## config.mk

```make
export PLATFORM = sky130hd
export DESIGN_NAME = egress_sched
export DESIGN_NICKNAME = d
export VERILOG_FILES = /design/src/rtl/egs_pkg.sv /design/src/rtl/egs_class_fifo.sv /design/src/rtl/egs_prio_map.sv /design/src/rtl/egs_arbiter.sv /design/src/rtl/egress_sched.sv
export SDC_FILE = /design/constraint.sdc
export NUM_CORES = 2
export LEC_CHECK = 0
export ABC_AREA = 0
export CAP_MARGIN = 40
export CORE_MARGIN = 2
export CORE_UTILIZATION = 35
export CTS_CLUSTER_SIZE = 40
export DETAILED_ROUTE_END_ITERATION = 8
export PLACE_DENSITY = 0.57
export SLEW_MARGIN = 5
export SYNTH_ARGS = -nofsm -noshare
export SYNTH_HDL_FRONTEND = slang
export SYNTH_SLANG_ARGS = --single-unit
```

## constraint.sdc

```tcl
create_clock -name clk -period 10.39 [get_ports clk]
set_input_delay 3.117 -clock clk [delete_from_list [all_inputs] [get_ports clk]]
set_output_delay 3.117 -clock clk [all_outputs]
set_load 0.01 [all_outputs]
```

## src/rtl/egs_pkg.sv

```systemverilog
`timescale 1ns/1ps
package egs_pkg;

    typedef enum logic {
        SCH_STRICT = 1'b0,
        SCH_DWRR   = 1'b1
    } sch_mode_e;

    // Reset mapping: priorities spread evenly over the classes.
    function automatic int unsigned cls_for_prio(int unsigned prio, int unsigned n_prio,
                                                 int unsigned n_cls);
        return (prio * n_cls) / n_prio;
    endfunction

endpackage

```

## src/rtl/egs_class_fifo.sv

```systemverilog
`timescale 1ns/1ps
module egs_class_fifo #(
    parameter int DEPTH = 4,
    parameter int LEN_W = 14,
    localparam int PTR_W = (DEPTH > 1) ? $clog2(DEPTH) : 1,
    localparam int CNT_W = $clog2(DEPTH + 1)
) (
    input  logic             clk,
    input  logic             rst_n,
    input  logic             push,
    input  logic [LEN_W-1:0] push_len,
    input  logic             pop,
    output logic [LEN_W-1:0] head_len,
    output logic [CNT_W-1:0] count,
    output logic             full,
    output logic             empty
);

    typedef struct packed {
        logic [PTR_W-1:0] wr;
        logic [PTR_W-1:0] rd;
        logic [CNT_W-1:0] cnt;
    } fifo_st_t;

    fifo_st_t         st_d, st_q;
    logic [LEN_W-1:0] mem_q [DEPTH];

    function automatic logic [PTR_W-1:0] wrap_inc(logic [PTR_W-1:0] p);
        return (p == PTR_W'(DEPTH - 1)) ? '0 : p + 1'b1;
    endfunction

    always_comb begin
        st_d = st_q;
        if (push) st_d.wr = wrap_inc(st_q.wr);
        if (pop)  st_d.rd = wrap_inc(st_q.rd);
        st_d.cnt = st_q.cnt + CNT_W'(push) - CNT_W'(pop);
    end

    always_ff @(posedge clk) begin
        if (!rst_n) st_q <= '0;
        else        st_q <= st_d;
    end

    always_ff @(posedge clk) begin
        if (push) mem_q[st_q.wr] <= push_len;
    end

    assign head_len = mem_q[st_q.rd];
    assign count    = st_q.cnt;
    assign full     = (st_q.cnt == CNT_W'(DEPTH));
    assign empty    = (st_q.cnt == '0);

    // the parent never pushes into a full queue
    p_no_overflow_r8: assert property (@(posedge clk) disable iff (!rst_n) push |-> !full);
    // the scheduler never pops an empty queue
    p_no_underflow_r3: assert property (@(posedge clk) disable iff (!rst_n) pop |-> !empty);

endmodule

```

## src/rtl/egs_prio_map.sv

```systemverilog
`timescale 1ns/1ps
module egs_prio_map #(
    parameter int NUM_PRIO = 16,
    parameter int NUM_CLS  = 8,
    localparam int PRIO_W  = $clog2(NUM_PRIO),
    localparam int CLS_W   = $clog2(NUM_CLS)
) (
    input  logic              clk,
    input  logic              rst_n,
    input  logic              wr_en,
    input  logic [PRIO_W-1:0] wr_prio,
    input  logic [CLS_W-1:0]  wr_cls,
    input  logic [PRIO_W-1:0] lk_prio,
    output logic [CLS_W-1:0]  lk_cls
);

    typedef struct packed {
        logic [NUM_PRIO-1:0][CLS_W-1:0] tbl;
    } map_st_t;

    map_st_t st_d, st_q;

    function automatic map_st_t map_reset();
        map_st_t r;
        for (int p = 0; p < NUM_PRIO; p++)
            r.tbl[p] = CLS_W'(egs_pkg::cls_for_prio(p, NUM_PRIO, NUM_CLS));
        return r;
    endfunction

    always_comb begin
        st_d = st_q;
        if (wr_en) st_d.tbl[wr_prio] = wr_cls;
    end

    always_ff @(posedge clk) begin
        if (!rst_n) st_q <= map_reset();
        else        st_q <= st_d;
    end

    assign lk_cls = st_q.tbl[lk_prio];

    // a written entry holds the written class on the next cycle
    p_map_write_r2: assert property (@(posedge clk) disable iff (!rst_n)
        wr_en |=> st_q.tbl[$past(wr_prio)] == $past(wr_cls));

endmodule

```

## src/rtl/egs_arbiter.sv

```systemverilog
`timescale 1ns/1ps
module egs_arbiter #(
    parameter int NUM_CLS     = 8,
    parameter int LEN_W       = 14,
    parameter int QUANT_W     = 16,
    parameter int DEF_QUANTUM = 1518,
    localparam int CLS_W      = $clog2(NUM_CLS),
    localparam int MAX_W      = (LEN_W > QUANT_W) ? LEN_W : QUANT_W,
    localparam int DEF_W      = MAX_W + 1
) (
    input  logic                           clk,
    input  logic                           rst_n,
    input  logic                           mode_we,
    input  logic                           mode_val,
    input  logic                           q_we,
    input  logic [CLS_W-1:0]               q_idx,
    input  logic [QUANT_W-1:0]             q_val,
    input  logic [NUM_CLS-1:0]             nonempty,
    input  logic [NUM_CLS-1:0]             last,
    input  logic [NUM_CLS-1:0][LEN_W-1:0]  head_len,
    input  logic                           ready,
    output logic                           grant_valid,
    output logic [CLS_W-1:0]               grant_cls
);
    import egs_pkg::*;

    typedef struct packed {
        sch_mode_e                         mode;
        logic [CLS_W-1:0]                  ptr;
        logic                              visited;
        logic [NUM_CLS-1:0][DEF_W-1:0]     deficit;
        logic [NUM_CLS-1:0][QUANT_W-1:0]   quant;
    } arb_st_t;

    arb_st_t          st_d, st_q;
    logic [CLS_W-1:0] hi_cls;
    logic [CLS_W-1:0] ptr_nxt;
    logic [DEF_W-1:0] eff;
    logic             dwrr_ok;
    logic             take;

    function automatic arb_st_t arb_reset();
        arb_st_t r;
        r.mode    = SCH_STRICT;
        r.ptr     = '0;
        r.visited = 1'b0;
        r.deficit = '0;
        for (int c = 0; c < NUM_CLS; c++) r.quant[c] = QUANT_W'(DEF_QUANTUM);
        return r;
    endfunction

    always_comb begin
        hi_cls = '0;
        for (int c = 0; c < NUM_CLS; c++)
            if (nonempty[c]) hi_cls = CLS_W'(c);

        ptr_nxt = (st_q.ptr == CLS_W'(NUM_CLS - 1)) ? '0 : st_q.ptr + 1'b1;
        eff     = st_q.deficit[st_q.ptr]
                + (st_q.visited ? '0 : DEF_W'(st_q.quant[st_q.ptr]));
        dwrr_ok = nonempty[st_q.ptr] && (DEF_W'(head_len[st_q.ptr]) <= eff);

        if (st_q.mode == SCH_STRICT) begin
            grant_valid = |nonempty;
            grant_cls   = hi_cls;
        end else begin
            grant_valid = dwrr_ok;
            grant_cls   = st_q.ptr;
        end
        take = grant_valid && ready;

        st_d = st_q;
        if (mode_we) st_d.mode = sch_mode_e'(mode_val);
        if (q_we)    st_d.quant[q_idx] = q_val;

        // credit never outlives the backlog, in either mode
        if (take && last[grant_cls]) st_d.deficit[grant_cls] = '0;

        if (st_q.mode == SCH_DWRR && ready && (|nonempty)) begin
            if (dwrr_ok) begin
                if (last[st_q.ptr]) begin
                    st_d.deficit[st_q.ptr] = '0;
                    st_d.ptr               = ptr_nxt;
                    st_d.visited           = 1'b0;
                end else begin
                    st_d.deficit[st_q.ptr] = eff - DEF_W'(head_len[st_q.ptr]);
                    st_d.visited           = 1'b1;
                end
            end else begin
                st_d.deficit[st_q.ptr] = nonempty[st_q.ptr] ? eff : '0;
                st_d.ptr               = ptr_nxt;
                st_d.visited           = 1'b0;
            end
        end
    end

    always_ff @(posedge clk) begin
        if (!rst_n) st_q <= arb_reset();
        else        st_q <= st_d;
    end

    // a grant always points at a queue holding work
    p_grant_nonempty_r3: assert property (@(posedge clk) disable iff (!rst_n)
        grant_valid |-> nonempty[grant_cls]);
    // strict mode offers the top non-empty class and never idles with work
    p_strict_top_r4: assert property (@(posedge clk) disable iff (!rst_n)
        (st_q.mode == SCH_STRICT && grant_valid) |-> ((nonempty >> grant_cls) == NUM_CLS'(1)));
    p_strict_busy_r4: assert property (@(posedge clk) disable iff (!rst_n)
        (st_q.mode == SCH_STRICT && (|nonempty)) |-> grant_valid);
    // a queue draining to empty leaves zero deficit
    p_deficit_clear_r7: assert property (@(posedge clk) disable iff (!rst_n)
        (take && last[grant_cls]) |=> st_q.deficit[$past(grant_cls)] == '0);
    // a stalled round-robin offer is held
    p_stall_hold_r10: assert property (@(posedge clk) disable iff (!rst_n)
        (st_q.mode == SCH_DWRR && grant_valid && !ready && !mode_we && !q_we)
            |=> (grant_valid && $stable(grant_cls)));

endmodule

```

## src/rtl/egress_sched.sv

```systemverilog
`timescale 1ns/1ps
module egress_sched #(
    parameter int NUM_PRIO    = 16,
    parameter int NUM_CLS     = 8,
    parameter int DEPTH       = 4,
    parameter int LEN_W       = 14,
    parameter int QUANT_W     = 16,
    parameter int DEF_QUANTUM = 1518,
    parameter int DROP_W      = 16,
    localparam int PRIO_W     = $clog2(NUM_PRIO),
    localparam int CLS_W      = $clog2(NUM_CLS),
    localparam int CNT_W      = $clog2(DEPTH + 1)
) (
    input  logic               clk,
    input  logic               rst_n,
    input  logic               enq_valid,
    input  logic [PRIO_W-1:0]  enq_prio,
    input  logic [LEN_W-1:0]   enq_len,
    output logic               enq_drop,
    output logic [DROP_W-1:0]  drop_count,
    output logic               deq_valid,
    input  logic               deq_ready,
    output logic [CLS_W-1:0]   deq_cls,
    output logic [LEN_W-1:0]   deq_len,
    input  logic               map_we,
    input  logic [PRIO_W-1:0]  map_prio,
    input  logic [CLS_W-1:0]   map_cls,
    input  logic               quant_we,
    input  logic [CLS_W-1:0]   quant_cls,
    input  logic [QUANT_W-1:0] quant_bytes,
    input  logic               mode_we,
    input  logic               mode_dwrr
);

    typedef struct packed {
        logic [DROP_W-1:0] drops;
    } top_st_t;

    top_st_t                        st_d, st_q;
    logic [CLS_W-1:0]               tgt_cls;
    logic [NUM_CLS-1:0]             push, pop, full, empty, last;
    logic [NUM_CLS-1:0][LEN_W-1:0]  head_len;
    logic [NUM_CLS-1:0][CNT_W-1:0]  count;

    egs_prio_map #(.NUM_PRIO(NUM_PRIO), .NUM_CLS(NUM_CLS)) map_i (
        .clk(clk), .rst_n(rst_n),
        .wr_en(map_we), .wr_prio(map_prio), .wr_cls(map_cls),
        .lk_prio(enq_prio), .lk_cls(tgt_cls)
    );

    for (genvar c = 0; c < NUM_CLS; c++) begin : g_cls
        assign push[c] = enq_valid && (tgt_cls == CLS_W'(c)) && !full[c];
        assign pop[c]  = deq_valid && deq_ready && (deq_cls == CLS_W'(c));
        assign last[c] = (count[c] == CNT_W'(1)) && !push[c];

        egs_class_fifo #(.DEPTH(DEPTH), .LEN_W(LEN_W)) fifo_i (
            .clk(clk), .rst_n(rst_n),
            .push(push[c]), .push_len(enq_len), .pop(pop[c]),
            .head_len(head_len[c]), .count(count[c]),
            .full(full[c]), .empty(empty[c])
        );
    end

    egs_arbiter #(
        .NUM_CLS(NUM_CLS), .LEN_W(LEN_W), .QUANT_W(QUANT_W), .DEF_QUANTUM(DEF_QUANTUM)
    ) arb_i (
        .clk(clk), .rst_n(rst_n),
        .mode_we(mode_we), .mode_val(mode_dwrr),
        .q_we(quant_we), .q_idx(quant_cls), .q_val(quant_bytes),
        .nonempty(~empty), .last(last), .head_len(head_len),
        .ready(deq_ready),
        .grant_valid(deq_valid), .grant_cls(deq_cls)
    );

    assign enq_drop = enq_valid && full[tgt_cls];
    assign deq_len  = head_len[deq_cls];

    always_comb begin
        st_d = st_q;
        if (enq_drop && (st_q.drops != '1)) st_d.drops = st_q.drops + 1'b1;
    end

    always_ff @(posedge clk) begin
        if (!rst_n) st_q <= '0;
        else        st_q <= st_d;
    end

    assign drop_count = st_q.drops;

    // each rejected enqueue advances the counter by one
    p_drop_count_r8: assert property (@(posedge clk) disable iff (!rst_n)
        (enq_drop && drop_count != '1) |=> drop_count == $past(drop_count) + 1'b1);
    // nothing is stored when the drop pulse fires
    p_drop_no_push_r8: assert property (@(posedge clk) disable iff (!rst_n)
        enq_drop |-> (push == '0));

endmodule

```

==> impl_metrics.py <==
metrics = {
    "outcome": {
        "status": "completed",
    },
    "detailed_routing": {
        "routedWlPerCell_um": 24.0,
        "drt_iter0_markers": 2458,
        "ant_nets": 0,
        "drt-total-wl_mm": 106,
        "viasPerCell": 5.58,
        "vias": 24762,
        "firstDrtPassIters": 7,
        "drc": 0,
    },
    "finish": {
        "num-fill-cells": 9657,
        "area_delta_synth_final_pct": 16.7,
        "drive_above_1_share": 0.150,
        "nets": 3132,
        "diodes": 0,
        "layout_commonest_cell": "edfxtp_1",
        "final_cell_mix": "edfxtp_1 (448), nand2_1 (403), dfxtp_1 (402)",
        "seqCellArea_um2": 21600,
        "multiInputGateArea_um2": 14300,
    },
    "logic_synthesis": {
        "synth_fa_ha_area_frac": 0.0359,
        "synth.top_cells.by_area": "edfxtp_1 (37%), dfxtp_1 (22%), mux4_2 (9.2%), nand2_1 (4.1%), ha_1 (3.0%)",
        "async_reset_ff_frac": 0,
        "syn_area_per_cell_um2": 12.8,
        "ys.flop_type": "edfxtp_1",
        "ys_types": 84,
        "synth-simple-area-share": 0.108,
        "synth_edf_count": 448,
        "synth_xor_area_frac": 0.0127,
        "synth_area_um2": 36600,
        "synth_compound_area_frac": 0.118,
        "synth_top_cell_area_share": 0.367,
        "syn-num-nets": 3023,
        "netlist_instances": 2872,
        "synth_seq_cells": 853,
        "muxShareOfSynthArea": 0.112,
        "yosysTopAreaCell": "edfxtp_1",
        "synth_top_family_by_area": "compound AO/OA/AOI/OAI gates",
        "ys_warn_count": 0,
        "ys_seq_area_frac": 0.589,
    },
    "global_route": {
        "grt_pass1_vias": 24055,
        "grt_use_total": 0.196,
        "antenna_found_initial": 1,
        "overflow": 0,
        "grt_pass1_wl_mm": 159,
        "grt_max_degree": 68,
    },
    "placement": {
        "port_buffers": 86,
        "dpl.hpwl_mm": 71.3,
        "dpl_worst_slack_ns": 0.645,
        "gp_congestion": 0.915,
    },
    "setup_path": {
        "critPathSlowestCell": "clkdlybuf4s50_1",
        "critPathMaxStageDelay_ns": 0.59,
        "endpoint_kind": "output pin",
        "cp_data_required_time_ns": 7.27,
        "critPathKind": "register to output pin",
        "path_common_cell": "ha_1",
        "worst-path-max-fanout": 19,
        "cp_cell_sequence": "nand2_1 > or2_2 > o22ai_1 > nor4_1 > ha_1 > fa_1 > a21o_1 > a221oi_1 > nor2b_1 > o21a_1 > o21ai_0 > nand2b_1 > a21oi_1 > xnor2_1 > ha_1 > nand3_1 > nor2_1 > inv_1 > or4_1 > o21ai_1 > o21ai_2 > a21oi_4 > clkdlybuf4s50_1",
        "crit_arrival_ns": 6.86,
        "crit_path_start_kind": "register",
    },
    "die": {
        "ioPinCount": 87,
        "fp.dieH_um": 327,
        "die_area_um2": 107000,
        "core-area_um2": 104000,
        "initial_utilization": 0.353,
        "rows": 118,
        "die_w_um": 327,
    },
    "pwr": {
        "total_power_mw": 10.8,
        "p_comb_frac": 0.334,
        "p_clk_frac": 0.317,
        "p_int_mw": 7.12,
        "power_density_nw_per_um2": 252,
        "p_switching_mw": 3.67,
        "p_leak_nw": 14.7,
        "ir_worst_vdd_mv": 0.285,
        "switching_share": 0.340,
        "seqPwrFrac": 0.349,
    },
    "sta": {
        "fin_hold_ws_ns": 0.452,
        "setup_slack_ns": 0.417,
        "rsz0062_at_grt": "false",
        "final-hold-violation-count": 0,
        "maxSlewHeadroom": 0.285,
        "skew_ns": 0.0469,
        "fmax_ghz": 0.100,
        "setup_tns_ns": 0,
        "period_needed_ns": 9.97,
        "maxSlewViolCount": 0,
        "setup_viol": 0,
        "period_share": 0.960,
        "worstMarginPinSlew_ns": 1.07,
    },
    "clock_tree": {
        "cts_buffer_depth": 3,
        "clkTransAtPathRegs_ns": 0.06,
        "clock_latency_ns": 0.68,
        "tritoncts": "built",
        "cts_made_buffers": 92,
        "cts_root_buf": "clkbuf_16",
        "post_cts_buffers": 0,
        "cts_sinks": 853,
        "h-tree-depth": 3,
    },
    "run": {
        "maxCapViolations": 0,
    },
    "min_path": {
        "hold_class": "register to register",
    },
}
-- stage by stage --
step	instances	util	cell area [µm²]
finish	4437	0.413	42800
detailed placement	4263	0.381	39500
global route	4437	0.413	42800
floorplan	2872	-	36600
CTS	4433	0.412	42700
global placement	4236	0.377	39100
-- routing by layer --
layer / part of all wire / track usage
met5: 0.00012 / 0
met4: 0.031 / 0.0630
met3: 0.073 / 0.0359
met2: 0.46 / 0.312
met1: 0.43 / 0.272
-- critical path, delay by kind of cell (launching register included) --
family          cells  cell delay (ns)
fa+ha+maj           3             1.10
flops               1             0.47
buf+inv             2             0.67
simple gates        8             1.72
xor+xnor            1             0.12
compound gates      9             2.09
-- synth_stat cells, types with 60 or more instances --
master and count:
a21oi_1 111, a22o_1 79, a22oi_1 124, clkbuf_1 123
dfxtp_1 405, edfxtp_1 448, ha_1 89, mux2i_1 69
mux4_2 149, nand2_1 403, nand3_1 103, nor2_1 151
o22ai_1 60, o2bb2ai_1 61
-- kinds of logic (layout without fill, tap and decap cells) --
kind of cell	after synthesis	in the layout
mux	221	221
flops	853	853
compound gates	570	570
fa+ha+maj	99	99
xor+xnor	53	53
simple gates	855	855
buf+inv	221	406
-- cell type report --
| class | count | share of cell area |
|---|---|---|
| clock inverters | 34 | 0.0114 |
| well taps | 1380 | 0.0404 |
| clock buffers | 136 | 0.0635 |
| inverters | 58 | 0.00521 |
| multi-input cells | 1798 | 0.335 |
| flip-flops and latches | 853 | 0.504 |
| repair buffers | 178 | 0.0397 |
-- path summary, 6_finish.rpt --
kind / from / to / slack (ns) / cells past startpoint
worst max register to register: arb_i.st_q[265]$_SDFFE_PN0P_ / g_cls[2].fifo_i.count[2]$_SDFF_PN0_ / 2.88 / 30
worst min-delay path: arb_i.st_q[79]$_SDFFE_PN0P_ / arb_i.st_q[79]$_SDFFE_PN0P_ / 0.45 / 2
worst min register to register: arb_i.st_q[79]$_SDFFE_PN0P_ / arb_i.st_q[79]$_SDFFE_PN0P_ / 0.45 / 2
worst max-delay path: arb_i.st_q[265]$_SDFFE_PN0P_ / deq_valid / 0.42 / 23
-- power groups by stage --
stage                     Clock [mW]  Combinational (mW)  Sequential, mW
after floorplan                    0                2.24            3.79
after global placement             0                3.50            3.86
after detailed placement           0                3.55            3.83
after CTS                       3.48                3.57            3.76
after global routing            3.61                3.86            3.78
final                           3.42                3.61            3.76
-- timing repair --
item,4_1_cts,5_1_grt
hold buffers,0,0
cloned,0,0
endpoints found under the setup margin,1,1
gates resized for setup,1,10
-- state kept, by name, indices dropped and copies added (netlist names), named ones only --
name                flops
arb_i.st_q            269
drop_count             16
g_cls.fifo_i.count     24
g_cls.fifo_i.mem_q    448
map_i.st_q             48
g_cls.fifo_i.st_q      32
Power figures use the tool's default switching activity.
